===== config.mk =====
export PLATFORM = sky130hd
export DESIGN_NAME = ttc_pwm_channel
export DESIGN_NICKNAME = d
export VERILOG_FILES = /design/src/rtl/ttc_pkg.sv /design/src/rtl/ttc_regs.sv /design/src/rtl/ttc_prescaler.sv /design/src/rtl/ttc_counter.sv /design/src/rtl/ttc_wave.sv /design/src/rtl/ttc_pwm_channel.sv
export SDC_FILE = /design/constraint.sdc
export NUM_CORES = 1
export LEC_CHECK = 0
export ABC_AREA = 1
export CAP_MARGIN = 20
export CORE_MARGIN = 2
export CORE_UTILIZATION = 32
export DETAILED_ROUTE_END_ITERATION = 10
export DONT_BUFFER_PORTS = 1
export PLACE_DENSITY = 0.56
export SLEW_MARGIN = 15
export SYNTH_ARGS = -nofsm -noshare
export SYNTH_HDL_FRONTEND = slang
export SYNTH_HIERARCHICAL = 1
export SYNTH_SLANG_ARGS = --single-unit

===== constraint.sdc =====
create_clock -name clk -period 7.2 [get_ports clk]
set_input_delay 1.44 -clock clk [delete_from_list [all_inputs] [get_ports clk]]
set_output_delay 1.44 -clock clk [all_outputs]
set_load 0.01 [all_outputs]

===== src/rtl/ttc_pkg.sv =====
package ttc_pkg;

    localparam logic [5:0] OFS_CLK   = 6'h00;
    localparam logic [5:0] OFS_CTRL  = 6'h0C;
    localparam logic [5:0] OFS_LIMIT = 6'h24;
    localparam logic [5:0] OFS_THR   = 6'h30;

    localparam int SEL_W = 4;
    localparam int PRE_W = (1 << SEL_W) + 1;

    typedef struct packed {
        logic             pre_on;
        logic [SEL_W-1:0] pre_sel;
    } clk_cfg_t;

    typedef struct packed {
        logic pol;
        logic wave_off;
        logic match_on;
        logic down;
        logic intv;
        logic halt;
    } ctl_cfg_t;

    localparam ctl_cfg_t CTL_RESET = '{pol: 1'b0, wave_off: 1'b1, match_on: 1'b0,
                                       down: 1'b0, intv: 1'b0, halt: 1'b1};

    function automatic logic [31:0] pack_clk(clk_cfg_t c);
        return {27'd0, c.pre_sel, c.pre_on};
    endfunction

    function automatic logic [31:0] pack_ctl(ctl_cfg_t c);
        return {25'd0, c.pol, c.wave_off, 1'b0, c.match_on, c.down, c.intv, c.halt};
    endfunction

    function automatic ctl_cfg_t unpack_ctl(logic [31:0] w);
        ctl_cfg_t c;
        c.halt     = w[0];
        c.intv     = w[1];
        c.down     = w[2];
        c.match_on = w[3];
        c.wave_off = w[5];
        c.pol      = w[6];
        return c;
    endfunction

endpackage


===== src/rtl/ttc_regs.sv =====
module ttc_regs
    import ttc_pkg::*;
#(
    parameter int CNT_W = 16
) (
    input  logic             clk,
    input  logic             rst,
    input  logic             wr_en,
    input  logic [5:0]       addr,
    input  logic [31:0]      wdata,
    output logic [31:0]      rdata,
    output clk_cfg_t         clk_cfg,
    output ctl_cfg_t         ctl_cfg,
    output logic             restart,
    output logic [CNT_W-1:0] limit_prog,
    output logic [CNT_W-1:0] thr_prog
);

    always_ff @(posedge clk) begin
        if (rst) begin
            clk_cfg    <= '0;
            ctl_cfg    <= CTL_RESET;
            restart    <= 1'b0;
            limit_prog <= '0;
            thr_prog   <= '0;
        end else begin
            restart <= 1'b0;
            if (wr_en) begin
                unique case (addr)
                    OFS_CLK: begin
                        clk_cfg.pre_on  <= wdata[0];
                        clk_cfg.pre_sel <= wdata[SEL_W:1];
                    end
                    OFS_CTRL: begin
                        ctl_cfg <= unpack_ctl(wdata);
                        restart <= wdata[4];
                    end
                    OFS_LIMIT: limit_prog <= wdata[CNT_W-1:0];
                    OFS_THR:   thr_prog   <= wdata[CNT_W-1:0];
                    default: ;
                endcase
            end
        end
    end

    always_comb begin
        unique case (addr)
            OFS_CLK:   rdata = pack_clk(clk_cfg);
            OFS_CTRL:  rdata = pack_ctl(ctl_cfg);
            OFS_LIMIT: rdata = 32'(limit_prog);
            OFS_THR:   rdata = 32'(thr_prog);
            default:   rdata = '0;
        endcase
    end

endmodule


===== src/rtl/ttc_prescaler.sv =====
module ttc_prescaler
    import ttc_pkg::*;
(
    input  logic     clk,
    input  logic     rst,
    input  logic     restart,
    input  logic     halt,
    input  clk_cfg_t cfg,
    output logic     tick
);

    logic [PRE_W-1:0] phase;
    logic [PRE_W-1:0] last;
    logic             at_end;

    assign last   = (PRE_W'(2) << cfg.pre_sel) - PRE_W'(1);
    assign at_end = (phase >= last);
    assign tick   = !halt && !restart && (!cfg.pre_on || at_end);

    always_ff @(posedge clk) begin
        if (rst || restart || !cfg.pre_on) begin
            phase <= '0;
        end else if (!halt) begin
            phase <= at_end ? '0 : phase + PRE_W'(1);
        end
    end

endmodule


===== src/rtl/ttc_counter.sv =====
module ttc_counter
    import ttc_pkg::*;
#(
    parameter int CNT_W = 16
) (
    input  logic             clk,
    input  logic             rst,
    input  logic             restart,
    input  logic             tick,
    input  logic             intv,
    input  logic             down,
    input  logic [CNT_W-1:0] limit_prog,
    input  logic [CNT_W-1:0] thr_prog,
    output logic [CNT_W-1:0] count,
    output logic [CNT_W-1:0] limit_act,
    output logic [CNT_W-1:0] thr_act,
    output logic             wrap
);

    localparam logic [CNT_W-1:0] TOP = '1;

    logic             at_edge;
    logic [CNT_W-1:0] wrap_val;

    always_comb begin
        if (down) begin
            at_edge  = (count == '0);
            wrap_val = intv ? limit_prog : TOP;
        end else begin
            at_edge  = intv ? (count == limit_act) : (count == TOP);
            wrap_val = '0;
        end
    end

    assign wrap = tick && at_edge;

    always_ff @(posedge clk) begin
        if (rst) begin
            count     <= '0;
            limit_act <= '0;
            thr_act   <= '0;
        end else if (restart) begin
            count     <= '0;
            limit_act <= limit_prog;
            thr_act   <= thr_prog;
        end else if (wrap) begin
            count     <= wrap_val;
            limit_act <= limit_prog;
            thr_act   <= thr_prog;
        end else if (tick) begin
            count <= down ? count - CNT_W'(1) : count + CNT_W'(1);
        end
    end

endmodule


===== src/rtl/ttc_wave.sv =====
module ttc_wave
    import ttc_pkg::*;
#(
    parameter int CNT_W = 16
) (
    input  logic [CNT_W-1:0] count,
    input  logic [CNT_W-1:0] thr_act,
    input  ctl_cfg_t         ctl,
    output logic             wave
);

    logic level;

    assign level = ctl.match_on && (count < thr_act);
    assign wave  = !ctl.wave_off && (level ^ ctl.pol);

endmodule


===== src/rtl/ttc_pwm_channel.sv =====
module ttc_pwm_channel
    import ttc_pkg::*;
#(
    parameter int CNT_W = 16
) (
    input  logic        clk,
    input  logic        rst,
    input  logic        wr_en,
    input  logic [5:0]  addr,
    input  logic [31:0] wdata,
    output logic [31:0] rdata,
    output logic        tick_o,
    output logic        wave_o
);

    clk_cfg_t         clk_cfg;
    ctl_cfg_t         ctl_cfg;
    logic             restart;
    logic [CNT_W-1:0] limit_prog, thr_prog;
    logic [CNT_W-1:0] count, limit_act, thr_act;
    logic             wrap;

    ttc_regs #(.CNT_W(CNT_W)) u_regs (
        .clk(clk), .rst(rst), .wr_en(wr_en), .addr(addr), .wdata(wdata),
        .rdata(rdata), .clk_cfg(clk_cfg), .ctl_cfg(ctl_cfg), .restart(restart),
        .limit_prog(limit_prog), .thr_prog(thr_prog)
    );

    ttc_prescaler u_pre (
        .clk(clk), .rst(rst), .restart(restart), .halt(ctl_cfg.halt),
        .cfg(clk_cfg), .tick(tick_o)
    );

    ttc_counter #(.CNT_W(CNT_W)) u_cnt (
        .clk(clk), .rst(rst), .restart(restart), .tick(tick_o),
        .intv(ctl_cfg.intv), .down(ctl_cfg.down),
        .limit_prog(limit_prog), .thr_prog(thr_prog),
        .count(count), .limit_act(limit_act), .thr_act(thr_act), .wrap(wrap)
    );

    ttc_wave #(.CNT_W(CNT_W)) u_wave (
        .count(count), .thr_act(thr_act), .ctl(ctl_cfg), .wave(wave_o)
    );

endmodule


==> reports/summary.txt <==
cell taking the most area after synthesis -> dfxtp_1
area fraction of the dominant cell type after synthesis -> 28.8%
Yosys reg bits -> 109
final worst-path cycle share -> 72.9%
post-synthesis adder-cell area fraction -> 8.04%
Area contributors post-synth -> dfxtp_1 (29%), nand2_1 (13%), nor2_1 (11%)
vias in the first global route -> 6604
max-cap violations -> 0
pin count of the biggest net entering global routing -> 44
worst vdd ir -> 0.108 mV
detailed-route vias per instance -> 4.74
Compound-Gate Fraction of Synth Area -> 11.5%
critical path launch point -> u_regs/clk_cfg[3]
GRT Overall Usage -> 16.3%
mapped cell area -> 7570 sq um
post-synthesis cell count -> 1199
library cells used by synthesis -> 45
NumNets Final -> 1258
Switching Share -> 26.6%
DR DRC count -> 0
Routed WL -> 19600 microns
Min-Delay Startpoint -> u_regs/ctl_cfg[4]
largest family of logic cells by synthesized area -> simple AND/OR/NAND/NOR gates
worst slack at placement -> 1.90 ns
root buffer cell -> clkbuf_16
XOR/XNOR Fraction of Synth Area -> 1.27%
worst-path fanout max -> 33
number of synthesis warnings -> 6
max-slew violations -> 0
H-tree depth -> 3
starting density of the core -> 32.4%
worst hold-check path type -> flip-flop to flip-flop
setup tns final -> 0 ns
global-route wire length before repair -> 32900 microns
routed len/inst -> 13.1 microns
Setup crit start kind -> flip-flop
Rel. slew slack -> 38.1%
critical path arrival -> 5.51 ns
Simple-Gate Fraction of Synth Area -> 38.9%
crit path time final -> 5.25 ns
combinational fraction of design power -> 4.6%
Clock Skews -> 0.0143 ns
number of buffers added on ports -> 0
final setup fails -> 0
Hold Vio Cnt, Final -> 0
synth cell count leaders -> nand2_1 (272), nor2_1 (225), inv_1 (120)
first drt pass iteration count -> 5
setup bufs post-CTS -> 0
power share of the clock group -> 44.1%
Worst setup EP type -> flip-flop
met1 Use GR -> 23.3%
Die Width -> 158 microns
DRT iter0 DRCs -> 415
leakage -> 3.58 nW
io pins -> 75
slack of the critical path -> 1.95 ns
TritonCTS clock tree -> yes
NetSw -> 0.315 mW
Setup CP Type -> flip-flop to flip-flop
Core Box Area -> 23300 sq um
number of buffers on the longest clock path -> 2
main flop type after synthesis -> dfxtp_1
post-CTS resize count -> 0
n_diodes -> 0
latest clock arrival within the worst-skew pair -> 0.37 ns
clock slew at reported path FFs -> 0.09 ns
Detail Placement HPWL -> 14100 microns
RSZ-0062 raised after global routing -> false
share of post-route cells with drive strength above 1 -> 7.16%
Fmax -> 191 MHz
Area growth syn-to-layout -> 6.07%
Cell Int Power -> 0.869 mW
Slew @ Worst Pin -> 0.927 ns
grt total ovfl -> 0
CTS sink count -> 109
Register-to-Register Setup Slack -> 1.95 ns
sequential share of the synthesized area -> 28.8%
post-synthesis mux area share -> 0%
worst r2r src -> u_regs/clk_cfg[3]
GR peak layer -> met2
antenna-violating nets left -> 0
PwrDens -> 148 nW/um^2
GP Congestion -> 0.824
required time of the critical path -> 7.46 ns
Post-Syn Area per Cell -> 6.31 sq um
initial antenna violation count -> 0
met3 usage -> 1.86%
status -> finished clean
CTS Hold Bufs -> 0
hold depth -> 2
Die Height -> 158 microns
met2 Usage GRT -> 25.7%
Post-synth EDFFs -> 0
row cnt -> 56
ys async rst share -> 0%
FF-to-FF path depth -> 23
Via Count -> 7084
most frequent cell after synthesis -> nand2_1
number of buffers created by CTS -> 9
Die ar. -> 24900 sq um
share of total power in sequential cells -> 51.3%
-- final timing paths --
check	endpoint
max	u_cnt/limit_act[6]
min	u_regs/ctl_cfg[4]
max reg2reg	u_cnt/limit_act[6]
min reg2reg	u_regs/ctl_cfg[4]
-- power by group through the flow --
stage,registers (mW),clock network (mW),logic [mW]
global route,0.608,0.558,0.0629
floorplan,0.621,0,0.0532
global placement,0.622,0,0.0537
CTS,0.608,0.535,0.0544
finish,0.608,0.522,0.0546
detailed placement,0.622,0,0.0542
-- stage by stage --
stage                     utilization (%)  hold slack (ns)  power [mW]  cell area (sq um)  std cells
after floorplan                         -            0.451       0.674               7620       1214
after global placement               33.0            0.476       0.676               7710       1477
after global routing                 34.4            0.532        1.23               8030       1493
after detailed placement             33.0            0.480       0.676               7710       1477
final                                34.4            0.492        1.18               8030       1493
after CTS                            34.4            0.495        1.20               8030       1493
-- critical path: stages (launching register included) --
cell and delay (ns):
dfxtp_1 0.50, inv_1 0.18, nand2_1 0.15, inv_1 0.09, nand3_1 0.08, ha_1 0.21, inv_1 0.09, a211oi_1 0.20
a21oi_1 0.08, ha_1 0.28, nand2_1 0.08, nor4_2 0.29, nand2_2 0.11, nand3_1 0.10, nand2_1 0.06, inv_1 0.53
inv_1 0.39, a21oi_1 0.21, buf_4 0.21, nand2_2 0.26, nand2_4 0.41, inv_2 0.35, nor2_1 0.18, nor2_1 0.07
-- layout make-up --
type | instances | area (sq um)
multi-input combinational | 911 | 4580
clock buffer | 9 | 225
clock inverter | 7 | 88.8
sequential | 109 | 2180
timing repair buffer | 7 | 52.6
inverter | 131 | 494
tap | 319 | 399
fill | 2586 | 15300
-- layout by cell type, fill, tap and decap left out, types with 3 or more instances in the layout --
cell type and count:
a21oi_1 52, nand3_2 3, clkinv_1 3, o21ai_1 26
nand4_1 23, nor2_1 223, nand3_1 111, dfxtp_1 109
xor2_1 4, nor2_4 6, nor3_1 3, ha_1 47
xnor2_1 7, nor2_2 12, nand3b_1 8, nand2_1 272
clkinv_8 3, a21oi_2 12, o21bai_2 3, conb_1 17
inv_1 120, nand2_2 9, inv_2 7, buf_4 7
o21ai_0 55, clkbuf_16 9
-- cell families after synthesis --
| group | count (synthesis) |
|---|---|
| fa+ha+maj | 48 |
| compound gates | 156 |
| other cells | 2 |
| buf+inv | 194 |
| xor+xnor | 11 |
| flops | 109 |
| simple gates | 679 |
-- sequential cells by signal, indices dropped and copies added, names as in the netlist --
signal,flops
u_pre/phase,17
u_cnt/count,16
u_cnt/limit_act,16
u_cnt/thr_act,16
u_regs/limit_prog,16
u_regs/thr_prog,16
u_regs/ctl_cfg,6
u_regs/clk_cfg,5
u_regs/restart,1
-- layer usage --
layer	vias to the layer above	part of all wire, %
li1	3741	-
met3	13	4.5
met4	0	1.2
met5	-	0
met1	3185	51
met2	145	44
Power figures use the tool's default switching activity.
